[src/rtl/sdiv_pkg.sv]
package sdiv_pkg;

   typedef enum logic [1:0] {
      ST_IDLE = 2'd0,
      ST_ITER = 2'd1,
      ST_FIN  = 2'd2
   } sdiv_state_e;

   typedef enum logic [2:0] {
      RG_DIVISOR   = 3'd0,
      RG_DVD_SHORT = 3'd1,
      RG_CTRL      = 3'd2,
      RG_VECTOR    = 3'd3,
      RG_DVD_HIGH  = 3'd4,
      RG_DVD_LOW   = 3'd5
   } sdiv_reg_e;

   localparam int CTRL_FLAG_BIT = 0;
   localparam int CTRL_EN_BIT   = 1;

endpackage

[src/rtl/sdiv_step.sv]
// One quotient bit per call: shift the partial remainder, then add or subtract.
module sdiv_step #(
   parameter int DW      = 32,
   parameter bit NONREST = 1'b1
) (
   input  logic [DW+1:0] rem_i,
   input  logic [DW-1:0] q_i,
   input  logic [DW-1:0] d_i,
   output logic [DW+1:0] rem_o,
   output logic [DW-1:0] q_o
);
   localparam int RW = DW + 2;

   logic [RW-1:0] sh_w;
   logic [RW-1:0] dd_w;
   logic          qbit_w;

   assign sh_w = {rem_i[DW:0], q_i[DW-1]};
   assign dd_w = {2'b00, d_i};

   generate
      if (NONREST) begin : g_nonrest
         // remainder may go negative; sign of the previous step picks the operation
         always_comb begin
            rem_o  = rem_i[RW-1] ? (sh_w + dd_w) : (sh_w - dd_w);
            qbit_w = ~rem_o[RW-1];
         end
      end else begin : g_restore
         logic ge_w;
         always_comb begin
            ge_w   = (sh_w >= dd_w);
            rem_o  = ge_w ? (sh_w - dd_w) : sh_w;
            qbit_w = ge_w;
         end
      end
   endgenerate

   assign q_o = {q_i[DW-2:0], qbit_w};

endmodule

[src/rtl/sdiv_core.sv]
module sdiv_core
   import sdiv_pkg::*;
#(
   parameter int DW      = 32,
   parameter bit NONREST = 1'b1
) (
   input  logic          clk,
   input  logic          rst_n,
   input  logic          start_i,
   input  logic [DW-1:0] dvd_hi_i,
   input  logic [DW-1:0] dvd_lo_i,
   input  logic [DW-1:0] dvs_i,
   output logic          busy_o,
   output logic          done_o,
   output logic [DW-1:0] quo_o,
   output logic [DW-1:0] rem_o,
   output logic          ovf_o
);
   localparam int CW = $clog2(DW);
   localparam int RW = DW + 2;
   localparam logic [DW-1:0] Q_MAX = {1'b0, {(DW-1){1'b1}}};
   localparam logic [DW-1:0] Q_MIN = {1'b1, {(DW-1){1'b0}}};
   localparam logic [CW-1:0] LAST  = CW'(DW - 1);

   sdiv_state_e   st_q;
   logic [CW-1:0] cnt_q;
   logic [RW-1:0] rem_q, rem_nx;
   logic [DW-1:0] q_q, q_nx, d_q;
   logic          neg_q, dneg_q, pre_ovf_q;

   logic [2*DW-1:0] dvd_w, mag_w;
   logic [DW-1:0]   dmag_w;
   logic            pre_ovf_w;
   logic [RW-1:0]   rfix_w;
   logic [DW-1:0]   rmag_w;
   logic            post_ovf_w;

   // operand magnitudes and the early overflow test (quotient would need > DW bits)
   always_comb begin
      dvd_w     = {dvd_hi_i, dvd_lo_i};
      mag_w     = dvd_hi_i[DW-1] ? (~dvd_w + 1'b1) : dvd_w;
      dmag_w    = dvs_i[DW-1] ? (~dvs_i + 1'b1) : dvs_i;
      pre_ovf_w = (dvs_i == '0) || (mag_w[2*DW-1:DW] >= dmag_w);
   end

   sdiv_step #(.DW(DW), .NONREST(NONREST)) u_step (
      .rem_i (rem_q),
      .q_i   (q_q),
      .d_i   (d_q),
      .rem_o (rem_nx),
      .q_o   (q_nx)
   );

   always_ff @(posedge clk or negedge rst_n) begin
      if (!rst_n) begin
         st_q      <= ST_IDLE;
         cnt_q     <= '0;
         rem_q     <= '0;
         q_q       <= '0;
         d_q       <= '0;
         neg_q     <= 1'b0;
         dneg_q    <= 1'b0;
         pre_ovf_q <= 1'b0;
      end else begin
         unique case (st_q)
            ST_IDLE: begin
               if (start_i) begin
                  rem_q     <= {2'b00, mag_w[2*DW-1:DW]};
                  q_q       <= mag_w[DW-1:0];
                  d_q       <= dmag_w;
                  neg_q     <= dvd_hi_i[DW-1] ^ dvs_i[DW-1];
                  dneg_q    <= dvd_hi_i[DW-1];
                  pre_ovf_q <= pre_ovf_w;
                  cnt_q     <= '0;
                  st_q      <= ST_ITER;
               end
            end
            ST_ITER: begin
               rem_q <= rem_nx;
               q_q   <= q_nx;
               cnt_q <= cnt_q + 1'b1;
               if (cnt_q == LAST) st_q <= ST_FIN;
            end
            ST_FIN:  st_q <= ST_IDLE;
            default: st_q <= ST_IDLE;
         endcase
      end
   end

   // final remainder correction and signed result formation
   always_comb begin
      rfix_w     = rem_q[RW-1] ? (rem_q + {2'b00, d_q}) : rem_q;
      rmag_w     = rfix_w[DW-1:0];
      post_ovf_w = neg_q ? (q_q[DW-1] && (|q_q[DW-2:0])) : q_q[DW-1];
      ovf_o      = pre_ovf_q | post_ovf_w;
      if (ovf_o)
         quo_o = neg_q ? Q_MIN : Q_MAX;
      else
         quo_o = neg_q ? (~q_q + 1'b1) : q_q;
      rem_o  = dneg_q ? (~rmag_w + 1'b1) : rmag_w;
      busy_o = (st_q != ST_IDLE);
      done_o = (st_q == ST_FIN);
   end

   // once started the engine stays busy until the finish cycle
   a_r3_busy_hold: assert property (@(posedge clk) disable iff (!rst_n)
      (busy_o && !done_o) |=> busy_o);
   a_r3_start_busy: assert property (@(posedge clk) disable iff (!rst_n)
      (start_i && !busy_o) |=> (busy_o && !done_o));
   // an overflowing result is always one of the two saturation values
   a_r5_saturate: assert property (@(posedge clk) disable iff (!rst_n)
      (done_o && ovf_o) |-> ((quo_o == Q_MAX) || (quo_o == Q_MIN)));
   // corrected remainder lies in [0, |divisor|) when no early overflow
   a_r1_rem_range: assert property (@(posedge clk) disable iff (!rst_n)
      (done_o && !pre_ovf_q) |-> ((rfix_w[RW-1:DW] == 2'b00) && (rmag_w < d_q)));

endmodule

[src/rtl/sdiv_unit.sv]
module sdiv_unit
   import sdiv_pkg::*;
#(
   parameter int DW      = 32,
   parameter int VEC_W   = 7,
   parameter bit NONREST = 1'b1
) (
   input  logic             clk,
   input  logic             rst_n,
   input  logic             bus_sel,
   input  logic             bus_wr,
   input  logic             bus_half,
   input  logic [2:0]       bus_addr,
   input  logic [DW-1:0]    bus_wdata,
   output logic [DW-1:0]    bus_rdata,
   output logic             busy,
   output logic             irq,
   output logic [VEC_W-1:0] irq_vector
);
   localparam int HALF = DW / 2;

   generate
      if (DW < 8 || (DW % 2) != 0) begin : g_bad_dw
         $error("sdiv_unit: DW must be even and at least 8");
      end
      if (VEC_W < 1 || VEC_W > HALF) begin : g_bad_vec
         $error("sdiv_unit: VEC_W must lie in 1..DW/2");
      end
   endgenerate

   function automatic logic [DW-1:0] merge_w(input logic [DW-1:0] old_v,
                                             input logic [DW-1:0] new_v,
                                             input logic          half);
      return half ? {old_v[DW-1:HALF], new_v[HALF-1:0]} : new_v;
   endfunction

   logic [DW-1:0]    dvd_hi_q, dvd_lo_q, divisor_q;
   logic [VEC_W-1:0] vec_q;
   logic             flag_q, en_q;

   logic          wr_any, wr_data_ok, start;
   logic          hit_div, hit_short, hit_ctrl, hit_vec, hit_high, hit_low;
   logic [DW-1:0] lo_next, core_hi;
   logic          done, ovf;
   logic [DW-1:0] quo, rem;

   always_comb begin
      wr_any     = bus_sel & bus_wr;
      wr_data_ok = wr_any & ~busy;
      hit_div    = (bus_addr == RG_DIVISOR);
      hit_short  = (bus_addr == RG_DVD_SHORT);
      hit_ctrl   = (bus_addr == RG_CTRL);
      hit_vec    = (bus_addr == RG_VECTOR);
      hit_high   = (bus_addr == RG_DVD_HIGH);
      hit_low    = (bus_addr == RG_DVD_LOW);
      lo_next    = merge_w(dvd_lo_q, bus_wdata, bus_half);
      start      = wr_data_ok & (hit_short | hit_low);
      core_hi    = hit_short ? {DW{lo_next[DW-1]}} : dvd_hi_q;
   end

   sdiv_core #(.DW(DW), .NONREST(NONREST)) u_core (
      .clk      (clk),
      .rst_n    (rst_n),
      .start_i  (start),
      .dvd_hi_i (core_hi),
      .dvd_lo_i (lo_next),
      .dvs_i    (divisor_q),
      .busy_o   (busy),
      .done_o   (done),
      .quo_o    (quo),
      .rem_o    (rem),
      .ovf_o    (ovf)
   );

   // operand/result registers carry no reset: their contents are undefined after it
   always_ff @(posedge clk) begin
      if (done) begin
         dvd_lo_q <= quo;
         if (!ovf) dvd_hi_q <= rem;
      end else if (wr_data_ok) begin
         if (hit_div)              divisor_q <= merge_w(divisor_q, bus_wdata, bus_half);
         if (hit_high)             dvd_hi_q  <= merge_w(dvd_hi_q, bus_wdata, bus_half);
         if (hit_low || hit_short) dvd_lo_q  <= lo_next;
         if (hit_short)            dvd_hi_q  <= {DW{lo_next[DW-1]}};
      end
   end

   // vector number survives every reset
   always_ff @(posedge clk) begin
      if (wr_any && hit_vec) vec_q <= bus_wdata[VEC_W-1:0];
   end

   always_ff @(posedge clk or negedge rst_n) begin
      if (!rst_n) begin
         flag_q <= 1'b0;
         en_q   <= 1'b0;
      end else begin
         if (wr_any && hit_ctrl) begin
            en_q <= bus_wdata[CTRL_EN_BIT];
            if (!bus_wdata[CTRL_FLAG_BIT]) flag_q <= 1'b0;
         end
         if (done && ovf) flag_q <= 1'b1;
      end
   end

   always_comb begin
      unique case (bus_addr)
         RG_DIVISOR:               bus_rdata = divisor_q;
         RG_DVD_SHORT, RG_DVD_LOW: bus_rdata = dvd_lo_q;
         RG_DVD_HIGH:              bus_rdata = dvd_hi_q;
         RG_CTRL:                  bus_rdata = {{(DW-2){1'b0}}, en_q, flag_q};
         RG_VECTOR:                bus_rdata = {{(DW-VEC_W){1'b0}}, vec_q};
         default:                  bus_rdata = '0;
      endcase
   end

   assign irq        = flag_q & en_q;
   assign irq_vector = vec_q;

   // a full-width short write fills the high word with the sign bit
   a_r2_sign_fill: assert property (@(posedge clk) disable iff (!rst_n)
      (wr_data_ok && hit_short && !bus_half) |=> (dvd_hi_q == {DW{$past(bus_wdata[DW-1])}}));
   // divisor writes while busy are dropped
   a_r4_divisor_hold: assert property (@(posedge clk) disable iff (!rst_n)
      (wr_any && busy && hit_div) |=> $stable(divisor_q));
   // overflow completion sets the flag
   a_r5_flag_set: assert property (@(posedge clk) disable iff (!rst_n)
      (done && ovf) |=> flag_q);
   // a clear with no simultaneous overflow drops the request
   a_r6_clear: assert property (@(posedge clk) disable iff (!rst_n)
      (wr_any && hit_ctrl && !bus_wdata[CTRL_FLAG_BIT] && !(done && ovf)) |=> !irq);
   // vector changes only by a write to its index
   a_r7_vec_hold: assert property (@(posedge clk) disable iff (!rst_n)
      !(wr_any && hit_vec) |=> $stable(irq_vector));

endmodule

[config.mk]
export PLATFORM = sky130hd
export DESIGN_NAME = sdiv_unit
export DESIGN_NICKNAME = d
export VERILOG_FILES = /design/src/rtl/sdiv_pkg.sv /design/src/rtl/sdiv_step.sv /design/src/rtl/sdiv_core.sv /design/src/rtl/sdiv_unit.sv
export SDC_FILE = /design/constraint.sdc
export NUM_CORES = 1
export LEC_CHECK = 0
export BUFFER_PORTS_ARGS = -buffer_cell sky130_fd_sc_hd__buf_2
export CELL_PAD_IN_SITES_DETAIL_PLACEMENT = 0
export CELL_PAD_IN_SITES_GLOBAL_PLACEMENT = 1
export CORE_MARGIN = 1.5
export CORE_UTILIZATION = 52
export DETAILED_ROUTE_END_ITERATION = 16
export GPL_TIMING_DRIVEN = 0
export PLACE_DENSITY = 0.95
export SYNTH_ARGS = -nofsm -noshare
export SYNTH_HDL_FRONTEND = slang
export SYNTH_SLANG_ARGS = --single-unit
[constraint.sdc]
create_clock -name clk -period 8.2 [get_ports clk]
set_input_delay 1.64 -clock clk [delete_from_list [all_inputs] [get_ports clk]]
set_output_delay 1.64 -clock clk [all_outputs]
set_load 0.03 [all_outputs]
-- Word level (Yosys, flattened, before mapping)
Index checks and enable logic that the tools add are counted.
- register bits: 213
- output and inout port bits: 41
- word-level logic and storage cells: 112
- $add $sub $neg: 8
- order comparisons: 1
- equal/unequal tests: 13
- multiplexer cells: 33
- bitwise gates (word level): 15
- reductions and logical operators: 26
- operators by type and width (operator ; count):
    32-bit two-way mux ; 18
    32-bit one-hot mux with 5 select lines ; 1
    32-bit by 1-bit adder with 32-bit output (second input constant) ; 3
    32-bit NOT ; 3
    34-bit two-way mux ; 2
    34-bit one-hot mux with 2 select lines ; 1
    64-bit by 1-bit adder with 64-bit output (second input constant) ; 1
    64-bit two-way mux ; 1
    64-bit NOT ; 1
    32-bit one-hot mux with 2 select lines ; 1
    34-bit by 32-bit adder with 34-bit output ; 1
    34-bit by 32-bit subtractor with 34-bit output ; 1
    32-bit adder ; 1
    32-bit greater-or-equal comparator ; 1
    32-bit logical NOT ; 1
    31-bit OR reduction ; 1
    5-bit one-hot mux with 2 select lines ; 1
    2-bit AND reduction ; 5
    2-bit nonzero test ; 5
    4-bit AND reduction ; 2
    3-bit by 2-bit == test with 1-bit output (second input constant) ; 2
    3-bit == test (second input constant) ; 2
    3-bit AND reduction ; 2
    5-bit by 1-bit adder with 5-bit output (second input constant) ; 1
    21 further kinds ; 38

-- Longest topological paths before layout
- depth after elaboration: 7
- depth in mapped cells: 22
- depth with buffers taken out: 22

-- Modules after synthesis
A second synthesis with hierarchy kept.
- cell total of the unflattened synthesis: 2365
- area, all modules: 19379.8 µm²
- modules (own cells, without submodules) (module ; instances ; cells each ; area an instance (µm²) ; sequential area each (µm²)):
    sdiv_core ; 1 ; 1454 ; 11189.5 ; 2702.6
    sdiv_unit ; 1 ; 544 ; 5594.1 ; 3143.0
    sdiv_step ; 1 ; 367 ; 2596.2 ; 0.0

-- Least setup slack after synthesis
OpenSTA, ideal clock, no wires.
- path type: input -> register
- start point: input port bus_addr[0]
- end point: register u_core.pre_ovf_q
- arrival: 5.457 ns
- required time: 8.067 ns
- slack: 2.610 ns
- cell stages on the path: 22
- cell sequence: clkbuf_1 nor3b_1 clkbuf_1 and2_1 clkbuf_1 a31oi_1 nor4b_1 nand3_1 nand2_1 xor2_1 ha_1 a21o_1 a21oi_1 nor2b_1 o21ai_0 nand2b_1 a21oi_1 nor2b_1 o21ai_0 nand2_1 a2111oi_0 nor2_1
- word-level cells in the longest chain between the ends: 7
- elaborated cells between the ends (all ways): 11
- RTL lines (element ; line ; source):
    from (decl) ; sdiv_unit.sv:13 ; input logic [2:0] bus_addr,
    3-bit by 1-bit == test with 1-bit output ; sdiv_unit.sv:51 ; hit_short = (bus_addr == RG_DVD_SHORT);
    32-bit two-way mux ; sdiv_unit.sv:58 ; core_hi = hit_short ? {DW{lo_next[DW-1]}} : dvd_hi_q;
    64-bit NOT ; sdiv_core.sv:41 ; mag_w = dvd_hi_i[DW-1] ? (~dvd_w + 1'b1) : dvd_w;
    64-bit by 1-bit adder with 64-bit output ; sdiv_core.sv:41 ;
    64-bit two-way mux ; sdiv_core.sv:41 ;
    32-bit greater-or-equal comparator ; sdiv_core.sv:43 ; pre_ovf_w = (dvs_i == '0) || (mag_w[2*DW-1:DW] >= dmag_w);
    1-bit logical OR ; sdiv_core.sv:43 ;
    to (signal assigned) ; sdiv_core.sv:73 ; pre_ovf_q <= pre_ovf_w;
    to (decl) ; sdiv_core.sv:29 ; logic neg_q, dneg_q, pre_ovf_q;
Several ways; a longest one is shown, not always the timed one.
A chain may end at the register's enable or synchronous reset.

-- Final worst setup path
- start point: register u_core.rem_q[33]
- end point: register u_core.q_q[0]
- word-level cells in the longest chain between the ends: 3
- RTL lines (element ; line ; source):
    from (decl) ; sdiv_core.sv:27 ; logic [RW-1:0] rem_q, rem_nx;
    from (signal assigned) ; sdiv_core.sv:68 ; rem_q <= {2'b00, mag_w[2*DW-1:DW]};
    from (signal assigned) ; sdiv_core.sv:79 ; rem_q <= rem_nx;
    34-bit two-way mux ; sdiv_step.sv:25 ; rem_o = rem_i[RW-1] ? (sh_w + dd_w) : (sh_w - dd_w);
    1-bit NOT ; sdiv_step.sv:26 ; qbit_w = ~rem_o[RW-1];
    32-bit one-hot mux with 2 select lines ; sdiv_core.sv:65 ; unique case (st_q)
    to (signal assigned) ; sdiv_core.sv:69 ; q_q <= mag_w[DW-1:0];
    to (signal assigned) ; sdiv_core.sv:80 ; q_q <= q_nx;
    to (decl) ; sdiv_core.sv:28 ; logic [DW-1:0] q_q, q_nx, d_q;
No other way between the ends.

==> results.toml <==
[floorplanning]
core-area_um2 = 35300
die_area_um2 = 36800
initial_core_utilization = 0.526
die_h_um = 192
core.rowCount = 69
width_of_the_die_um = 192
ioPinCount = 81

[drt]
drc = 0
drt_pass1_iterations = 5
detail_route.wl_per_cell_um = 24.2
ant_nets = 0
routed_via_density = 6.57
post_detailed_routing_wire_length_mm = 68.3
detailedRoute.firstIterationViolations = 1528
detailroute.via_count = 18500

[hold_path]
hold_path_depth = 1
worstHoldPathType = "register to register"

[final_layout]
nFillCells = 3275
num-nets-final = 2492
finalCoreUtilization = 0.576
finalInstanceArea_um2 = 20300
area.growth.synth_to_final_pct = 9.62
antenna-diode-count = 0
post_route_cells_drive_above_1_share = 0.0686

[synthesis]
synth.ff_latch_count = 213
synth-main-ff-cell = "sky130_fd_sc_hd__dfrtp_1"
synth_enable_flop_cells = 103
async_sr_flop_fraction = 0.516
synth.net_count = 2387
seq_area_frac_synth = 0.315
synth.lib_cells_used.distinct = 85
synth_area_leaders = "sky130_fd_sc_hd__edfxtp_1, sky130_fd_sc_hd__dfrtp_1, sky130_fd_sc_hd__ha_1"
syn-cell-area_um2 = 18600
synth_area_per_inst_um2 = 8.28
ys.warnings.count = 0
synth_top_area_cell = "sky130_fd_sc_hd__edfxtp_1"
netlist_instances = 2242
synth_top_cell_area_share = 0.167

[setup_path]
worst-setup-path-type = "register to register"
setup.worst_path.end_class = "register"
crit_cells = 20
critPathMaxFanout = 10
path_cells = "buf_1 > clkbuf_2 > buf_1 > clkbuf_1 > clkbuf_1 > clkbuf_2 > clkbuf_2 > mux2_2 > ha_1 > a21o_1 > a21o_1 > a211oi_1 > or3_1 > a2111oi_1 > o21ai_0 > a21oi_1 > a21o_1 > a21oi_1 > xor2_1 > a21oi_1"
slowest_delay_ns = 0.78
critical_path_arrival_ns = 8.29
startpoint_types = "register"
worst-r2r-cell-count = 20
timing.critical_path.slowest_stage_cell = "sky130_fd_sc_hd__a2111oi_1"
crit_buf_inv = 7
critical_path.top_delay_family = "buffers and inverters"
timing.critical_path.required_ns = 8.54

[clock_tree]
worst_setup_hold_path_clk_slew_ns = 0.06
cts_tree = "built"
cts_max_path_buffers = 3
clk_latency_ns = 0.52
cts.root.buffer_cell = "sky130_fd_sc_hd__clkbuf_16"
inserted_clock_buffers = 23
clock_sink_count = 213
cts.htree.levels = 1

[power]
power_per_cell_area_nw_per_um2 = 426
report.power.total_mw = 8.67
p_leak_nw = 8.12
ir_worst_vdd_uv = 218

[timing]
final_critical_path_setup_slack_ns = 0.257
worst_clock_skew_on_the_final_layout_ns = 0.0102
part_of_the_cycle_the_worst_path_needs = 0.969
layout_min_cycle_time_ns = 7.94
max_freq_ghz = 0.126
finalMaxSlewViolations = 0
worst_max_slew_pin_slew_ns = 1.34
setup_repair_after_global_routing_missed_its_margin = "false"
report.final.setup_viol = 0
final_hold_viol_count = 0
maxSlewHeadroom = 0.101

[placed_design]
detailedPlacementHpwl_mm = 55.2
place_congestion = 1.01
buffer_ports.inserted = 78
pre_cts_slack_ns = -0.426
placed_area_um2 = 19600

[job]
maxCapViolCount = 0

[grt]
wire_length_of_the_first_global_routing_pass_mm = 104
number_of_global_route_vias_before_repair = 18100
globalRouteTotalUtil = 0.372
antenna_violations_before_repair = 2
grt_max_degree = 76
overflow = 0

[outcome]
status = "finished, final reports clean"
## cell type report
cell class / instances / area [um2] / area share
tap: 461 / 577 / 0.0284
clock buffer: 28 / 629 / 0.0309
sequential: 213 / 5850 / 0.287
clock inverter: 13 / 134 / 0.00658
multi-input combinational: 1857 / 12100 / 0.592
buffer: 131 / 520 / 0.0256
inverter: 41 / 154 / 0.00757
timing repair buffer: 80 / 432 / 0.0212
## cell families after synthesis
kind of cell               count (synthesis)  synth area share
AOI/OAI and AO/OA                        804             0.276
xor gates and xnor gates                 184            0.0868
adders and majority gates                105            0.0716
buffers and inverters                    172            0.0361
DFF                                      213             0.315
muxes                                     65            0.0355
and+or+nand+nor                          699             0.179
## synth_stat cells (6+ instances only)
| master | instances |
|---|---|
| sky130_fd_sc_hd__o21a_1 | 16 |
| sky130_fd_sc_hd__nand3_1 | 27 |
| sky130_fd_sc_hd__o2111ai_1 | 6 |
| sky130_fd_sc_hd__edfxtp_1 | 103 |
| sky130_fd_sc_hd__nor3b_1 | 7 |
| sky130_fd_sc_hd__a21boi_0 | 8 |
| sky130_fd_sc_hd__nor3_1 | 59 |
| sky130_fd_sc_hd__nor2_1 | 217 |
| sky130_fd_sc_hd__o211ai_1 | 45 |
| sky130_fd_sc_hd__o21ai_0 | 253 |
| sky130_fd_sc_hd__o41ai_1 | 10 |
| sky130_fd_sc_hd__nand2b_1 | 16 |
| sky130_fd_sc_hd__o22ai_1 | 10 |
| sky130_fd_sc_hd__or4_1 | 17 |
| sky130_fd_sc_hd__xor2_1 | 122 |
| sky130_fd_sc_hd__xnor2_1 | 62 |
| sky130_fd_sc_hd__or2_2 | 9 |
| sky130_fd_sc_hd__nor4_1 | 22 |
| sky130_fd_sc_hd__and2_1 | 13 |
| sky130_fd_sc_hd__a21oi_1 | 176 |
| sky130_fd_sc_hd__nand2_1 | 199 |
| sky130_fd_sc_hd__buf_1 | 13 |
| sky130_fd_sc_hd__and3_1 | 9 |
| sky130_fd_sc_hd__o221ai_1 | 10 |
| sky130_fd_sc_hd__a221o_1 | 12 |
| sky130_fd_sc_hd__inv_1 | 40 |
| sky130_fd_sc_hd__nor2b_1 | 27 |
| sky130_fd_sc_hd__dfrtp_1 | 110 |
| sky130_fd_sc_hd__buf_2 | 7 |
| sky130_fd_sc_hd__a211oi_1 | 16 |
| sky130_fd_sc_hd__a31oi_1 | 19 |
| sky130_fd_sc_hd__o21ai_1 | 8 |
| sky130_fd_sc_hd__mux2_2 | 6 |
| sky130_fd_sc_hd__a22oi_1 | 58 |
| sky130_fd_sc_hd__mux2i_1 | 59 |
| sky130_fd_sc_hd__o31ai_1 | 34 |
| sky130_fd_sc_hd__o21bai_1 | 6 |
| sky130_fd_sc_hd__nand4_1 | 20 |
| sky130_fd_sc_hd__a221oi_1 | 11 |
| sky130_fd_sc_hd__clkbuf_1 | 109 |
| sky130_fd_sc_hd__or3_1 | 32 |
| sky130_fd_sc_hd__ha_1 | 103 |
| sky130_fd_sc_hd__a21o_1 | 57 |
## sequential cells by signal, summed over array words and instances (netlist names)
signal / cells
u_core.d_q: 32
u_core.pre_ovf_q: 1
u_core.q_q: 32
flag_q: 1
en_q: 1
dvd_hi_q: 32
dvd_lo_q: 32
u_core.dneg_q: 1
u_core.neg_q: 1
irq_vector: 7
u_core.cnt_q: 5
u_core.st_q: 2
divisor_q: 32
u_core.rem_q: 34
## per-stage QoR
step           hold WS (ns)  setup TNS, ns  cells
2_1_floorplan         0.449              0   2242
3_3_place_gp          0.466         -0.806   2781
3_5_place_dp          0.492         -0.758   2783
4_1_cts               0.499              0   2824
5_1_grt               0.534              0   2824
6_report              0.497              0   2824
## final timing paths
| kind | from | to | slack, ns |
|---|---|---|---|
| max in group asynchronous | rst_n | u_core.d_q[6]$_DFFE_PN0P_ | 6.33 |
| setup / recovery | u_core.rem_q[33]$_DFFE_PN0P_ | u_core.q_q[0]$_DFFE_PN0P_ | 0.26 |
| min in group asynchronous | rst_n | u_core.q_q[29]$_DFFE_PN0P_ | 1.10 |
| hold reg to reg | u_core.cnt_q[3]$_DFFE_PN0P_ | u_core.cnt_q[3]$_DFFE_PN0P_ | 0.50 |
| setup reg to reg | u_core.rem_q[33]$_DFFE_PN0P_ | u_core.q_q[0]$_DFFE_PN0P_ | 0.26 |
| hold / removal | u_core.cnt_q[3]$_DFFE_PN0P_ | u_core.cnt_q[3]$_DFFE_PN0P_ | 0.50 |
## where the power goes
part | internal [mW] | switching, mW
clock network | 0.614 | 0.451
logic | 2.16 | 3.61
registers | 1.40 | 0.427
## placed cells by master (no fill, tap or decap), types with 27 or more instances in the layout
cell type                    n
sky130_fd_sc_hd__o21ai_0   252
sky130_fd_sc_hd__nor2_1    217
sky130_fd_sc_hd__nand2_1   199
sky130_fd_sc_hd__a21oi_1   176
sky130_fd_sc_hd__xor2_1    122
sky130_fd_sc_hd__dfrtp_1   110
sky130_fd_sc_hd__clkbuf_1  108
sky130_fd_sc_hd__ha_1      103
sky130_fd_sc_hd__edfxtp_1  103
sky130_fd_sc_hd__buf_2      84
sky130_fd_sc_hd__xnor2_1    62
sky130_fd_sc_hd__mux2i_1    59
sky130_fd_sc_hd__nor3_1     58
sky130_fd_sc_hd__a22oi_1    58
sky130_fd_sc_hd__a21o_1     57
sky130_fd_sc_hd__o211ai_1   45
sky130_fd_sc_hd__inv_1      40
sky130_fd_sc_hd__o31ai_1    34
sky130_fd_sc_hd__or3_1      32
sky130_fd_sc_hd__nand3_1    27
## routing by layer
metal	track usage	part of all wire
met1	0.468	0.39
met2	0.620	0.47
met3	0.0424	0.080
met4	0.208	0.061
met5	0	0
## repair_timing
action / CTS / global route
resized for setup: 2 / 5
setup endpoints to repair: 3 / 3
setup buffers: 0 / 0
pin swaps: 0 / 0
hold buffers: 0 / 0
(Power assumes the default switching activity.)
